## src/rtl/dma_seq_pkg.sv

```systemverilog
package dma_seq_pkg;
  typedef enum logic [1:0] {
    SZ_BYTE  = 2'b00,
    SZ_WORD  = 2'b01,
    SZ_LONG  = 2'b10,
    SZ_BLK32 = 2'b11
  } unit_size_e;

  localparam int BYTES_W = 6;

  function automatic logic [BYTES_W-1:0] size_to_bytes(input logic [1:0] code);
    unit_size_e sz;
    sz = unit_size_e'(code);
    case (sz)
      SZ_BYTE:  size_to_bytes = 6'd1;
      SZ_WORD:  size_to_bytes = 6'd2;
      SZ_LONG:  size_to_bytes = 6'd4;
      default:  size_to_bytes = 6'd32;
    endcase
  endfunction
endpackage

```

## src/rtl/dma_seq_gate.sv

```systemverilog
module dma_seq_gate (
  input  logic clk,
  input  logic rst_n,
  input  logic ch_en,
  input  logic glob_en,
  input  logic end_flag,
  input  logic addr_err,
  input  logic nmi_flag,
  input  logic auto_mode,
  input  logic ext_req,
  input  logic cnt_nz,
  output logic permit,
  output logic want,
  output logic abort_evt
);
  logic perm_q;

  assign permit = ch_en & glob_en & ~end_flag & ~addr_err & ~nmi_flag;
  assign want   = permit & cnt_nz & (auto_mode | ext_req);

  always_ff @(posedge clk) begin
    if (!rst_n) begin
      perm_q    <= 1'b0;
      abort_evt <= 1'b0;
    end else begin
      perm_q    <= permit;
      abort_evt <= perm_q & ~permit & cnt_nz & ~end_flag;
    end
  end

  assert_abort_pulse_R9: assert property (@(posedge clk) disable iff (!rst_n)
    abort_evt |=> !abort_evt);
endmodule

```

## src/rtl/dma_seq_count.sv

```systemverilog
module dma_seq_count #(
  parameter int CNT_W = 16
) (
  input  logic             clk,
  input  logic             rst_n,
  input  logic             load,
  input  logic [CNT_W-1:0] load_val,
  input  logic             dec,
  input  logic             te_clr,
  input  logic             irq_en,
  output logic [CNT_W-1:0] count,
  output logic             cnt_nz,
  output logic             end_flag,
  output logic             end_irq
);
  localparam logic [CNT_W-1:0] ONE = CNT_W'(1);

  logic last_unit;
  assign last_unit = dec & (count == ONE);
  assign cnt_nz    = (count != '0);

  always_ff @(posedge clk) begin
    if (!rst_n) begin
      count    <= '0;
      end_flag <= 1'b0;
      end_irq  <= 1'b0;
    end else begin
      end_irq <= last_unit & irq_en;
      if (load)
        count <= load_val;
      else if (dec)
        count <= count - ONE;
      if (last_unit)
        end_flag <= 1'b1;
      else if (te_clr)
        end_flag <= 1'b0;
    end
  end

  assert_dec_one_R6: assert property (@(posedge clk) disable iff (!rst_n)
    dec && !load |=> count == $past(count) - ONE);
  assert_irq_pulse_R8: assert property (@(posedge clk) disable iff (!rst_n)
    end_irq |=> !end_irq);
  assert_irq_needs_end_R8: assert property (@(posedge clk) disable iff (!rst_n)
    end_irq |-> end_flag);
  assert_end_sticky_R10: assert property (@(posedge clk) disable iff (!rst_n)
    end_flag && !te_clr |=> end_flag);
endmodule

```

## src/rtl/dma_seq_issue.sv

```systemverilog
module dma_seq_issue
  import dma_seq_pkg::*;
(
  input  logic               clk,
  input  logic               rst_n,
  input  logic               permit,
  input  logic               want,
  input  logic [1:0]         size_sel,
  input  logic               unit_ready,
  output logic               unit_valid,
  output logic [BYTES_W-1:0] unit_bytes,
  output logic               taken
);
  assign taken = unit_valid & unit_ready & permit;

  always_ff @(posedge clk) begin
    if (!rst_n) begin
      unit_valid <= 1'b0;
      unit_bytes <= '0;
    end else if (!permit) begin
      unit_valid <= 1'b0;
    end else if (unit_valid) begin
      if (unit_ready) unit_valid <= 1'b0;
    end else if (want) begin
      unit_valid <= 1'b1;
      unit_bytes <= size_to_bytes(size_sel);
    end
  end

  assert_gate_blocks_R1: assert property (@(posedge clk) disable iff (!rst_n)
    !permit |=> !unit_valid);
  assert_cmd_hold_R5: assert property (@(posedge clk) disable iff (!rst_n)
    unit_valid && !unit_ready && permit |=> unit_valid && $stable(unit_bytes));
endmodule

```

## src/rtl/dma_xfer_seq.sv

```systemverilog
module dma_xfer_seq #(
  parameter int CNT_W = 16
) (
  input  logic             clk,
  input  logic             rst_n,
  input  logic             ch_en,
  input  logic             glob_en,
  input  logic             addr_err,
  input  logic             nmi_flag,
  input  logic             auto_mode,
  input  logic             ext_req,
  input  logic             irq_en,
  input  logic [1:0]       size_sel,
  input  logic             cnt_load,
  input  logic [CNT_W-1:0] count_in,
  input  logic             te_clr,
  output logic             unit_valid,
  input  logic             unit_ready,
  output logic [5:0]       unit_bytes,
  output logic [CNT_W-1:0] count,
  output logic             end_flag,
  output logic             end_irq,
  output logic             abort_evt
);
  logic permit, want, taken, cnt_nz, load_ok;

  assign load_ok = cnt_load & ~unit_valid;

  dma_seq_gate u_gate (
    .clk(clk), .rst_n(rst_n), .ch_en(ch_en), .glob_en(glob_en),
    .end_flag(end_flag), .addr_err(addr_err), .nmi_flag(nmi_flag),
    .auto_mode(auto_mode), .ext_req(ext_req), .cnt_nz(cnt_nz),
    .permit(permit), .want(want), .abort_evt(abort_evt)
  );

  dma_seq_count #(.CNT_W(CNT_W)) u_count (
    .clk(clk), .rst_n(rst_n), .load(load_ok), .load_val(count_in),
    .dec(taken), .te_clr(te_clr), .irq_en(irq_en), .count(count),
    .cnt_nz(cnt_nz), .end_flag(end_flag), .end_irq(end_irq)
  );

  dma_seq_issue u_issue (
    .clk(clk), .rst_n(rst_n), .permit(permit), .want(want),
    .size_sel(size_sel), .unit_ready(unit_ready), .unit_valid(unit_valid),
    .unit_bytes(unit_bytes), .taken(taken)
  );

  assert_abort_keeps_R9: assert property (@(posedge clk) disable iff (!rst_n)
    !permit && !load_ok |=> $stable(count));
  assert_no_cmd_at_zero_R11: assert property (@(posedge clk) disable iff (!rst_n)
    unit_valid |-> count != '0);
  assert_end_blocks_R7: assert property (@(posedge clk) disable iff (!rst_n)
    end_flag |-> !unit_valid);
endmodule

```

## config.mk

```make
export PLATFORM = sky130hd
export DESIGN_NAME = dma_xfer_seq
export DESIGN_NICKNAME = d
export VERILOG_FILES = /design/src/rtl/dma_seq_pkg.sv /design/src/rtl/dma_seq_gate.sv /design/src/rtl/dma_seq_count.sv /design/src/rtl/dma_seq_issue.sv /design/src/rtl/dma_xfer_seq.sv
export SDC_FILE = /design/constraint.sdc
export NUM_CORES = 1
export LEC_CHECK = 0
export CORE_UTILIZATION = 32
export CTS_CLUSTER_DIAMETER = 30
export DETAILED_ROUTE_END_ITERATION = 8
export SYNTH_ARGS = -nofsm -noshare
export SYNTH_HDL_FRONTEND = slang
export SYNTH_SLANG_ARGS = --single-unit
```

## constraint.sdc

```tcl
create_clock -name clk -period 3 [get_ports clk]
set_input_delay 0.3 -clock clk [delete_from_list [all_inputs] [get_ports clk]]
set_output_delay 0.3 -clock clk [all_outputs]
set_load 0.05 [all_outputs]
```

==> results of run 1 <==
[Yosys cell counts (all sizes together) (2+ instances only)]
library cell,number
a21oi,5
a31oi,11
and4bb,2
buf,4
clkbuf,9
dfxtp,25
ha,2
inv,4
mux2i,4
nand2,9
nand2b,2
nand3,3
nand3b,3
nand4,4
nor2,3
nor2b,2
nor3,3
o21ai,18
o31ai,9
or2,2
or3,6
or4,10
xor2,3
[metal layers]
metal / track usage [%] / up-vias
met4: 4.79 / 0
met3: 2.91 / 2
met5: 0 / -
met1: 21.6 / 620
li1: - / 667
met2: 25.3 / 37
[flip-flops by register name (all words and copies together) (netlist names)]
name                cells
u_count.end_flag        1
u_gate.abort_evt        1
u_issue.unit_valid      1
u_issue.unit_bytes      4
u_count.count          16
u_count.end_irq         1
u_gate.perm_q           1
[worst register-to-register path: cells and delay by family, from the launching register on]
family             cells  cell delay, ns
and+or+nand+nor        3            1.54
DFF                    1            0.36
AOI/OAI and AO/OA      1            0.17
[per-stage QoR]
stage	instances	cell area, um^2
2_1_floorplan	155	1340
3_3_place_gp	246	1880
3_5_place_dp	246	1880
4_1_cts	250	1930
5_1_grt	250	1930
6_report	250	1930
[worst max-delay path by stage]
stage / slack (ns) / endpoint / cells past startpoint
finish: 0.76 / u_count.count[12]$_SDFFE_PN0P_ / 5
detailed placement: 0.46 / u_count.count[9]$_SDFFE_PN0P_ / 5
CTS: 0.74 / u_count.count[9]$_SDFFE_PN0P_ / 5
global placement: 0.53 / u_count.count[9]$_SDFFE_PN0P_ / 5
global route: 0.57 / u_count.count[12]$_SDFFE_PN0P_ / 5
floorplan: 0.85 / u_count.count[14]$_SDFFE_PN0P_ / 4
[cell type report]
| type | instances | area [um^2] |
|---|---|---|
| multi-input combinational | 113 | 763 |
| inverter | 4 | 15.0 |
| timing repair buffer | 54 | 538 |
| fill | 381 | 2070 |
| tap | 50 | 62.6 |
| sequential | 25 | 500 |
| clock inverter | 1 | 7.51 |
| clock buffer | 3 | 41.3 |
[cells by family after synthesis]
| family | count (synthesis) |
|---|---|
| AND/OR/NAND/NOR | 54 |
| buffers and inverters | 17 |
| flip-flops | 25 |
| AO/OA/AOI/OAI | 46 |
| XOR/XNOR | 4 |
| adder cells (fa/ha/maj) | 2 |
| other | 1 |
| multiplexers | 5 |
[power by group]
group	leakage (nW)	switching, mW	total, mW	internal, mW
logic	0.406	0.118	0.207	0.0889
registers	0.206	0.0192	0.367	0.348
clock network	0.0217	0.110	0.204	0.0940
total	0.633	0.248	0.778	0.530
==> impl_metrics.env, run 1 <==
export IMPL_path_buf_inv=1
export IMPL_gr_total_overflow=0
export IMPL_r2r_end="u_count.count[12]$_SDFFE_PN0P_"
export IMPL_worst_ep_arrival_time_ns=2.44
export IMPL_fp_dieW_um=66.6
export IMPL_hold_depth=2
export IMPL_power_leakage_nw=0.633
export IMPL_worstPathCellList="clkdlybuf4s50_1 -> nor2b_1 -> nand4_1 -> or4_2 -> a31oi_1"
export IMPL_grt_max_degree=33
export IMPL_cts_tree="yes"
export IMPL_yosysSeqAreaShare_pct=37.5
export IMPL_cts_resized_gates=0
export IMPL_synth_top_family_by_area="simple AND/OR/NAND/NOR gates"
export IMPL_r2r_start="u_count.end_flag$_SDFFE_PN0P_"
export IMPL_final_layout_size_suffix_gt1_share_pct=8.50
export IMPL_diodes=0
export IMPL_rsz0062_at_grt="no"
export IMPL_clk_pin_slew_ns=0.09
export IMPL_synth_top_area_share_pct=37.5
export IMPL_synthFlopType="dfxtp_1"
export IMPL_setup_viol=0
export IMPL_num_vias=1326
export IMPL_synth_compound_area_share_pct=22.0
export IMPL_syn_area_um2=1330
export IMPL_ys_warn_count=0
export IMPL_hp_class="reg -> reg"
export IMPL_drt_first_pass_iters=4
export IMPL_antenna_found_initial=0
export IMPL_wl_met2_mm=1.56
export IMPL_cts_max_level=1
export IMPL_cp_end_kind="flop"
export IMPL_clk_latency_ns=0.27
export IMPL_met3_length_um=183
export IMPL_tightest_slew_ns=0.973
export IMPL_slowest_delay_ns=0.68
export IMPL_power_per_cell_area_nw_per_um2=404
export IMPL_finalClockSkew_ns=0.00538
export IMPL_ant_nets=0
export IMPL_top_layer_used="met4"
export IMPL_synthAdderAreaFrac_pct=1.88
export IMPL_synthXorXnorAreaFrac_pct=2.63
export IMPL_pin_count=56
export IMPL_holdPathEnd="u_issue.unit_bytes[1]$_SDFFE_PN0P_"
export IMPL_place_ws_ns=0.463
export IMPL_slowest_stage="or4_2"
export IMPL_finalHoldViolations=0
export IMPL_ys_top_cells_by_area="dfxtp_1, o21ai_0, a31oi_1, o31ai_1, or4_1"
export IMPL_avgSynthCellArea_um2=8.66
export IMPL_setup_ws_ns=0.756
export IMPL_cap_violations=0
export IMPL_synthArstFlopShare_pct=0
export IMPL_path_class="in -> reg"
export IMPL_layout_nets=233
export IMPL_path_delay_family="simple AND/OR/NAND/NOR gates"
export IMPL_synth_seq_cells=25
export IMPL_muxShareOfSynthArea_pct=3.85
export IMPL_grt_first_pass_wirelength_mm=5.42
export IMPL_whs_ns=0.469
export IMPL_areaGrowthSynthToFinish_pct=44.6
export IMPL_routed_wl_mm=3.37
export IMPL_post_cts_buffers=0
export IMPL_reg2reg_depth=4
export IMPL_layout_commonest_cell="clkdlybuf4s50_1"
export IMPL_fp_dieH_um=66.6
export IMPL_grt_total_usage_pct=15.9
export IMPL_grt_pass1_vias=1158
export IMPL_routabilityCongestion=0.784
export IMPL_synth_top_cell_by_area="dfxtp_1"
export IMPL_num_rows=23
export IMPL_viasPerCell=5.30
export IMPL_routedWlPerCell_um=13.5
export IMPL_critPathLaunchType="input pin"
export IMPL_min_from="u_issue.unit_bytes[1]$_SDFFE_PN0P_"
export IMPL_final_cell_mix="clkdlybuf4s50_1, dfxtp_1, o21ai_0, a31oi_1"
export IMPL_clkSinkCount=25
export IMPL_period_share_pct=74.8
export IMPL_final_max_slew_violation_count=0
export IMPL_postCtsHoldBufs=0
export IMPL_start_util_pct=33.3
export IMPL_ff2ff_setup_slack_ns=0.86
export IMPL_drt_initial_drc_count=48
export IMPL_synth_edff_count=0
export IMPL_finalSetupTns_ns=0
export IMPL_clockBufferDepth=2
export IMPL_dp_hpwl_mm=2.48
export IMPL_synth_simple_gate_area_share_pct=26.4
export IMPL_cp_max_fo=11
export IMPL_fin_crit_ns=2.24
export IMPL_syn_inst=154
export IMPL_slew_headroom_pct=35.2
export IMPL_wl_met1_mm=1.60
export IMPL_synth_lib_cells_used_distinct=40
export IMPL_worst_ep_required_time_ns=3.19
export IMPL_power_mw=0.778
export IMPL_dieArea_um2=4430
export IMPL_final_util_pct=48.2
export IMPL_outcome="finished clean"
export IMPL_fmax_mhz=446
export IMPL_drt_drc_violations_left=0
export IMPL_port_buffers=53
export IMPL_cts_made_buffers=3
export IMPL_irDropWorstVdd_v=0.000188
export IMPL_clock_root_buffer="clkbuf_8"
export IMPL_cp_startpoint="ch_en"
export IMPL_core_area_um2=4000
No activity file was read; power rests on OpenSTA's default activity.
==> inputs of run 2 (changes only) <==
==> constraint.sdc (replaced) <==
create_clock -name clk -period 2.1 [get_ports clk]
set_input_delay 0.21 -clock clk [delete_from_list [all_inputs] [get_ports clk]]
set_output_delay 0.21 -clock clk [all_outputs]
set_load 0.05 [all_outputs]
==> run 2 against run 1 <==
Effect of this change:
- largest power group unchanged
- non-clock buffer count rose by 11
- clock skew rose by 0.0024 ns
- count of clock-buffer cells in the layout rose by 1
- first-iteration DRC count fell by 2.1%
==> impl_metrics.env, run 2 (same netlist as run 1, synthesis figures left out) <==
export IMPL_outcome="finished clean"
export IMPL_drt_first_pass_iters=4
export IMPL_grt_first_pass_wirelength_mm=5.53
export IMPL_drt_initial_drc_count=47
export IMPL_gr_total_overflow=0
export IMPL_clkSinkCount=25
export IMPL_worst_ep_required_time_ns=2.29
export IMPL_fin_crit_ns=2.00
export IMPL_dieArea_um2=4430
export IMPL_layout_nets=244
export IMPL_finalSetupTns_ns=0
export IMPL_comb_power_share_pct=28.8
export IMPL_cts_resized_gates=0
export IMPL_core_area_um2=4000
export IMPL_grt_total_usage_pct=16.3
export IMPL_slew_headroom_pct=65.1
export IMPL_pin_count=56
export IMPL_ant_nets=0
export IMPL_cp_max_fo=8
export IMPL_post_cts_buffers=0
export IMPL_fmax_mhz=499
export IMPL_cp_end_kind="flop"
export IMPL_clk_pin_slew_ns=0.08
export IMPL_areaGrowthSynthToFinish_pct=51.6
export IMPL_num_vias=1368
export IMPL_clockBufferDepth=2
export IMPL_switchingPower_mw=0.336
export IMPL_p_sw_share_pct=30.2
export IMPL_antenna_found_initial=0
export IMPL_reg_top3="u_count.count x16, u_issue.unit_bytes x4"
export IMPL_routabilityCongestion=0.889
export IMPL_port_buffers=53
export IMPL_cts_tree="yes"
export IMPL_start_util_pct=33.3
export IMPL_regMostFlops="u_count.count"
export IMPL_fp_dieW_um=66.6
export IMPL_cp_startpoint="u_count.count[8]$_SDFFE_PN0P_"
export IMPL_diodes=0
export IMPL_power_mw=1.11
export IMPL_clock_power_share_pct=24.3
export IMPL_drt_drc_violations_left=0
export IMPL_hold_depth=2
export IMPL_cts_max_level=1
export IMPL_final_max_slew_violation_count=0
export IMPL_clk_latency_ns=0.26
export IMPL_pwr_share_seq_pct=47.0
export IMPL_finalHoldViolations=0
export IMPL_power_leakage_nw=0.691
export IMPL_min_from="u_issue.unit_bytes[2]$_SDFFE_PN0P_"
export IMPL_internal_power_mw=0.774
export IMPL_viasPerCell=5.24
export IMPL_hp_class="reg -> reg"
export IMPL_nFillCells=381
export IMPL_power_per_cell_area_nw_per_um2=549
export IMPL_tightest_slew_ns=0.524
export IMPL_postCtsHoldBufs=0
export IMPL_grt_max_degree=33
export IMPL_placed_area_um2=1980
export IMPL_design_area_um2=2020
export IMPL_final_cell_mix="clkdlybuf4s50_1, dfxtp_1, o21ai_0, a31oi_1, buf_4"
export IMPL_setup_viol=0
export IMPL_rsz0062_at_grt="no"
export IMPL_worst_ep_arrival_time_ns=2.20
export IMPL_grt_pass1_vias=1227
export IMPL_finalClockSkew_ns=0.00781
export IMPL_dp_hpwl_mm=2.77
export IMPL_cts_made_buffers=3
export IMPL_routedWlPerCell_um=13.6
export IMPL_reg2reg_depth=4
export IMPL_fp_dieH_um=66.6
export IMPL_layout_commonest_cell="clkdlybuf4s50_1"
export IMPL_final_layout_size_suffix_gt1_share_pct=13.7
export IMPL_r2r_start="u_count.count[8]$_SDFFE_PN0P_"
export IMPL_period_share_pct=95.4
export IMPL_cap_violations=0
export IMPL_routed_wl_mm=3.55
export IMPL_largest_register_ffs=16
export IMPL_irDropWorstVdd_v=0.000254
export IMPL_path_class="reg -> reg"
export IMPL_num_rows=23
export IMPL_critPathLaunchType="flop"
export IMPL_clock_root_buffer="clkbuf_8"
## run 2: worst max-delay path, stage by stage (launching register included)
cell	delay (ns)
dfxtp_2	0.36
or4_4	0.58
or3_1	0.34
or4_1	0.50
a31oi_1	0.16
## run 2: worst paths after layout
kind / endpoint / slack, ns
worst max-delay path: u_count.count[14]$_SDFFE_PN0P_ / 0.1
worst min register to register: u_issue.unit_bytes[2]$_SDFFE_PN0P_ / 0.46
worst min-delay path: u_issue.unit_bytes[2]$_SDFFE_PN0P_ / 0.46
worst max register to register: u_count.count[14]$_SDFFE_PN0P_ / 0.1
## run 2: power groups by stage
stage          registers [mW]  clock network, mW  logic [mW]
4_1_cts                 0.522              0.278       0.321
6_report                0.521              0.269       0.319
3_3_place_gp            0.531                  0       0.313
2_1_floorplan           0.606                  0       0.109
5_1_grt                 0.526              0.296       0.340
3_5_place_dp            0.532                  0       0.319
## run 2: per-stage QoR
| step | hold WS (ns) | utilization, % | worst slack (ns) | std cells |
|---|---|---|---|---|
| finish | 0.464 | 50.5 | 0.0974 | 261 |
| global route | 0.480 | 50.5 | 0.0222 | 261 |
| CTS | 0.469 | 50.5 | 0.0902 | 261 |
| detailed placement | 0.458 | 49.4 | 0.0356 | 257 |
| global placement | 0.449 | 49.4 | 0.0509 | 257 |
| floorplan | 0.327 | - | 0.0186 | 155 |
## run 2: final cells by class
type | instances | area, um^2 | share of cell area, %
clock buffer | 4 | 45.0 | 2.23
sequential | 25 | 503 | 24.9
multi-input combinational | 113 | 763 | 37.7
inverter | 4 | 15.0 | 0.743
tap | 50 | 62.6 | 3.09
timing repair buffer | 65 | 633 | 31.3
## run 2: per-layer routing
| layer | up-vias | global-route usage (%) | wire, um |
|---|---|---|---|
| met1 | 641 | 20.2 | 1610 |
| li1 | 688 | - | - |
| met4 | 0 | 6.65 | 53 |
| met3 | 4 | 1.71 | 148 |
| met2 | 35 | 28.2 | 1740 |
| met5 | - | 0 | 0 |
